`src/rtl/tagm_pkg.sv`:
```
package tagm_pkg;

    typedef enum logic [1:0] {
        ST_IDLE   = 2'd0,
        ST_INSIDE = 2'd1,
        ST_CLOSED = 2'd2
    } tagm_state_e;

    typedef struct packed {
        tagm_state_e state;
        logic        start;
        logic        accept;
        logic        fail;
    } tagm_step_t;

endpackage

```
`src/rtl/tagm_byte_class.sv`:
```
module tagm_byte_class #(
    parameter int          DATA_W     = 8,
    parameter logic [7:0]  OPEN_CODE  = 8'h3C,
    parameter logic [7:0]  CLOSE_CODE = 8'h3E
) (
    input  logic [DATA_W-1:0] data,
    output logic              is_open,
    output logic              is_close
);
    localparam logic [DATA_W-1:0] OPEN_W  = DATA_W'(OPEN_CODE);
    localparam logic [DATA_W-1:0] CLOSE_W = DATA_W'(CLOSE_CODE);

    always_comb begin
        is_open  = (data == OPEN_W);
        is_close = (data == CLOSE_W);
    end
endmodule

```
`src/rtl/tagm_step.sv`:
```
module tagm_step
    import tagm_pkg::*;
(
    input  tagm_state_e state_q,
    input  logic        byte_valid,
    input  logic        ctrl_reset,
    input  logic        is_open,
    input  logic        is_close,
    output tagm_step_t  step_d
);
    always_comb begin
        step_d        = '0;
        step_d.state  = state_q;
        if (ctrl_reset) begin
            step_d.state = ST_IDLE;
        end else if (byte_valid) begin
            unique case (state_q)
                ST_IDLE: begin
                    if (is_open) begin
                        step_d.start = 1'b1;
                        step_d.state = ST_INSIDE;
                    end
                end
                ST_INSIDE: begin
                    if (is_close) begin
                        step_d.accept = 1'b1;
                        step_d.state  = ST_CLOSED;
                    end
                end
                ST_CLOSED: begin
                    step_d.fail  = 1'b1;
                    step_d.state = ST_IDLE;
                end
                default: step_d.state = ST_IDLE;
            endcase
        end
    end
endmodule

```
`src/rtl/anchored_tag_matcher.sv`:
```
module anchored_tag_matcher
    import tagm_pkg::*;
#(
    parameter int         DATA_W     = 8,
    parameter logic [7:0] OPEN_CODE  = 8'h3C,
    parameter logic [7:0] CLOSE_CODE = 8'h3E
) (
    input  logic              clk,
    input  logic              rst_n,
    input  logic              byte_valid,
    input  logic [DATA_W-1:0] data,
    input  logic              ctrl_reset,
    output logic              start,
    output logic              accept,
    output logic              fail,
    output logic              running
);
    logic        is_open;
    logic        is_close;
    tagm_state_e state_q;
    tagm_step_t  step_d;

    tagm_byte_class #(
        .DATA_W    (DATA_W),
        .OPEN_CODE (OPEN_CODE),
        .CLOSE_CODE(CLOSE_CODE)
    ) u_class (
        .data    (data),
        .is_open (is_open),
        .is_close(is_close)
    );

    tagm_step u_step (
        .state_q   (state_q),
        .byte_valid(byte_valid),
        .ctrl_reset(ctrl_reset),
        .is_open   (is_open),
        .is_close  (is_close),
        .step_d    (step_d)
    );

    always_ff @(posedge clk) begin
        if (!rst_n) begin
            state_q <= ST_IDLE;
        end else begin
            state_q <= step_d.state;
        end
    end

    always_comb begin
        start   = rst_n & step_d.start;
        accept  = rst_n & step_d.accept;
        fail    = rst_n & step_d.fail;
        running = (state_q != ST_IDLE);
    end
endmodule

```
`config.mk`:
```
export PLATFORM = sky130hd
export DESIGN_NAME = anchored_tag_matcher
export DESIGN_NICKNAME = d
export VERILOG_FILES = /design/src/rtl/tagm_pkg.sv /design/src/rtl/tagm_byte_class.sv /design/src/rtl/tagm_step.sv /design/src/rtl/anchored_tag_matcher.sv
export SDC_FILE = /design/constraint.sdc
export NUM_CORES = 1
export LEC_CHECK = 0
export ABC_AREA = 0
export CAP_MARGIN = 20
export CORE_AREA = 3 3 40 42
export DETAILED_ROUTE_END_ITERATION = 8
export DIE_AREA = 0 0 43 45
export PLACE_DENSITY = 0.49
export REMOVE_ABC_BUFFERS = 1
export SLEW_MARGIN = 0
export SYNTH_ARGS = -nofsm -noshare
export SYNTH_HDL_FRONTEND = slang
export SYNTH_SLANG_ARGS = --single-unit
```
`constraint.sdc`:
```
create_clock -name clk -period 2.8 [get_ports clk]
set_input_delay 0.56 -clock clk [delete_from_list [all_inputs] [get_ports clk]]
set_output_delay 0.56 -clock clk [all_outputs]
set_load 0.005 [all_outputs]
```
==> flow_metrics.py <==
metrics = {
    "run_status": {
        "status": "finished, final reports clean",
    },
    "worst_setup_path": {
        "reg2reg_slack_ps": 1660,
        "end_kind": "output port",
        "critPathRequiredTime_ps": 2240,
        "critPathLaunch": "byte_valid",
        "path_class": "primary input to output port",
        "cp-endpoint": "start",
        "cp.arrival_ps": 1980,
        "r2r.worst_path.cells": 3,
        "cp-start-kind": "primary input",
        "timing.rr.end": "state_q[1]$_SDFFE_PP0P_",
        "path_max_fanout": 3,
        "timing.rr.start": "state_q[0]$_SDFFE_PP0P_",
    },
    "placed_design": {
        "routabilityCongestion": 0.596,
        "numPortBuffers": 15,
        "dpl_cell_area_sq_um": 342,
        "place_inst": 52,
    },
    "pwr": {
        "switching_share": 0.164,
        "power_frac_seq": 0.259,
        "power.switching_mw": 0.0182,
        "leakage_nw": 0.133,
        "cell_internal_pwr_mw": 0.0930,
        "p_per_area_mw_per_mm2": 307,
        "clkPwrFrac": 0.545,
        "peakVddDrop_mv": 0.0773,
        "power.total_mw": 0.111,
        "pwr-share-comb": 0.196,
    },
    "clock_network": {
        "clock_path_buffers": 2,
        "cts_buffers": 3,
        "cts_max_level": 1,
        "postCtsSetupBuffers": 0,
        "cts.reportedPaths.clkPinSlew_ps": 30,
        "cts.sinks": 2,
        "cts_tree": "yes",
        "cts_root_buffer": "clkbuf_4",
        "clk_latency_ps": 220,
    },
    "route": {
        "dr.pass1.iters": 1,
        "routed_wl_microns": 455,
        "viasPerCell": 4.09,
        "drc": 0,
        "postRouteAntennaNets": 0,
        "drt_iter0_drc": 0,
        "vias": 225,
        "wl_per_cell_microns": 8.27,
    },
    "floorplan": {
        "initial_core_util": 0.111,
        "coreArea_sq_mm": 0.00128,
        "die-height_microns": 45,
        "dieArea_sq_mm": 0.00194,
        "die_x_microns": 43,
        "rows": 13,
        "io_pins": 16,
    },
    "global_route": {
        "grt_use_met3": 0.0159,
        "grt_max_degree": 7,
        "grtUsageMet1": 0.0598,
        "grt_use_met2": 0.0958,
        "antenna_found_initial": 0,
        "gr-max-usage-layer": "met2",
        "grt_first_pass_wirelength_microns": 834,
        "grt.total_usage": 0.0581,
        "grt_overflow": 0,
        "grt_pass1_vias": 241,
    },
    "job": {
        "maxCapViolCount": 0,
    },
    "layout": {
        "final_cell_mix": "clkdlybuf4s50_1 (13), buf_4 (4), clkbuf_4 (3)",
        "regMostFlops": "state_q",
        "drive_gt1_frac": 0.225,
        "diodes": 0,
        "mostFrequentLayoutCell": "clkdlybuf4s50_1",
        "largestRegisters": "state_q (2)",
        "fin_area_sq_um": 362,
        "n_fill_cell": 140,
        "largest_reg_flops": 2,
        "syn2layout_area_growth_pct": 154,
        "final_cells": 55,
        "nets": 54,
    },
    "synthesis": {
        "synth_cells": 18,
        "synthDistinctLibCells": 13,
        "ys_warn_count": 0,
        "yosys_register_bits": 2,
        "synth.avg_cell_area_sq_um": 7.92,
        "synth.yosys.seq_area_share": 0.281,
        "synth.cell_area_sq_um": 143,
    },
    "sta": {
        "rsz0062_at_grt": "false",
        "slew_headroom": 0.872,
        "fmax_mhz": 393,
        "holdWs_ps": 527,
        "slew_viol_final": 0,
        "period_needed_ps": 2540,
        "finalSetupTns_ps": 0,
        "finClkSkew_ps": 2.63,
        "hold_violations": 0,
        "fin_crit_sh": 0.908,
        "tightest_slew_ps": 190,
        "setup-violations-final": 0,
    },
    "worst_hold_path": {
        "min_from": "state_q[0]$_SDFFE_PP0P_",
        "min_path_type": "flop to flop",
    },
}
layer usage:
metal	vias up	routed length [microns]
li1	119	-
met1	93	165
met2	13	231
met3	0	58
met4	0	0
met5	-	0
power groups by stage:
| stage | logic (mW) | registers [mW] | clock network [mW] |
|---|---|---|---|
| after floorplan | 0.00252 | 0.0291 | 0 |
| after global placement | 0.0215 | 0.0291 | 0 |
| after detailed placement | 0.0220 | 0.0291 | 0 |
| after CTS | 0.0221 | 0.0288 | 0.0639 |
| after global routing | 0.0234 | 0.0287 | 0.0679 |
| final | 0.0218 | 0.0288 | 0.0606 |
worst min path at each step:
stage / to / slack (ps) / cells past startpoint
floorplan: state_q[0]$_SDFFE_PP0P_ / 500 / 2
global placement: state_q[0]$_SDFFE_PP0P_ / 520 / 2
detailed placement: state_q[0]$_SDFFE_PP0P_ / 530 / 2
CTS: state_q[0]$_SDFFE_PP0P_ / 530 / 2
global route: state_q[0]$_SDFFE_PP0P_ / 580 / 2
finish: state_q[0]$_SDFFE_PP0P_ / 530 / 2
through the flow:
stage	util	setup WS (ps)
2_1_floorplan	-	852
3_3_place_gp	0.266	-60.6
3_5_place_dp	0.266	-60.4
4_1_cts	0.281	237
5_1_grt	0.281	138
6_report	0.281	257
repair_timing:
item | 4_1_cts | 5_1_grt
gates resized for setup | 2 | 0
hold endpoints to repair | 0 | 0
hold buffers | 0 | 0
endpoints found under the setup margin | 2 | 0
synthesized netlist by cell type:
master	n	share of area
nand2_1	2	0.053
a21oi_1	2	0.070
nand4_1	1	0.044
or4b_4	1	0.096
o211ai_1	1	0.053
or2b_1	1	0.053
nor4_1	1	0.044
or2_2	1	0.044
nand2b_1	1	0.044
or3_1	1	0.044
or4_1	2	0.11
nor3_1	2	0.070
dfxtp_1	2	0.28
layout make-up:
| class | count | area, sq um | share of cell area |
|---|---|---|---|
| clock buffer | 3 | 22.5 | 0.0623 |
| multi-input combinational | 16 | 103 | 0.284 |
| sequential | 2 | 40.0 | 0.111 |
| tap | 15 | 18.8 | 0.0519 |
| timing repair buffer | 19 | 178 | 0.491 |
kinds of logic after synthesis:
group,synth area share
and+or+nand+nor,0.597
AOI/OAI and AO/OA,0.123
DFF,0.281
critical path, stage by stage:
cell	delay [ps]
clkdlybuf4s50_1	470
or4b_4	480
nor4_1	210
dlygate4sd2_1	260
Power figures use the tool's default switching activity.
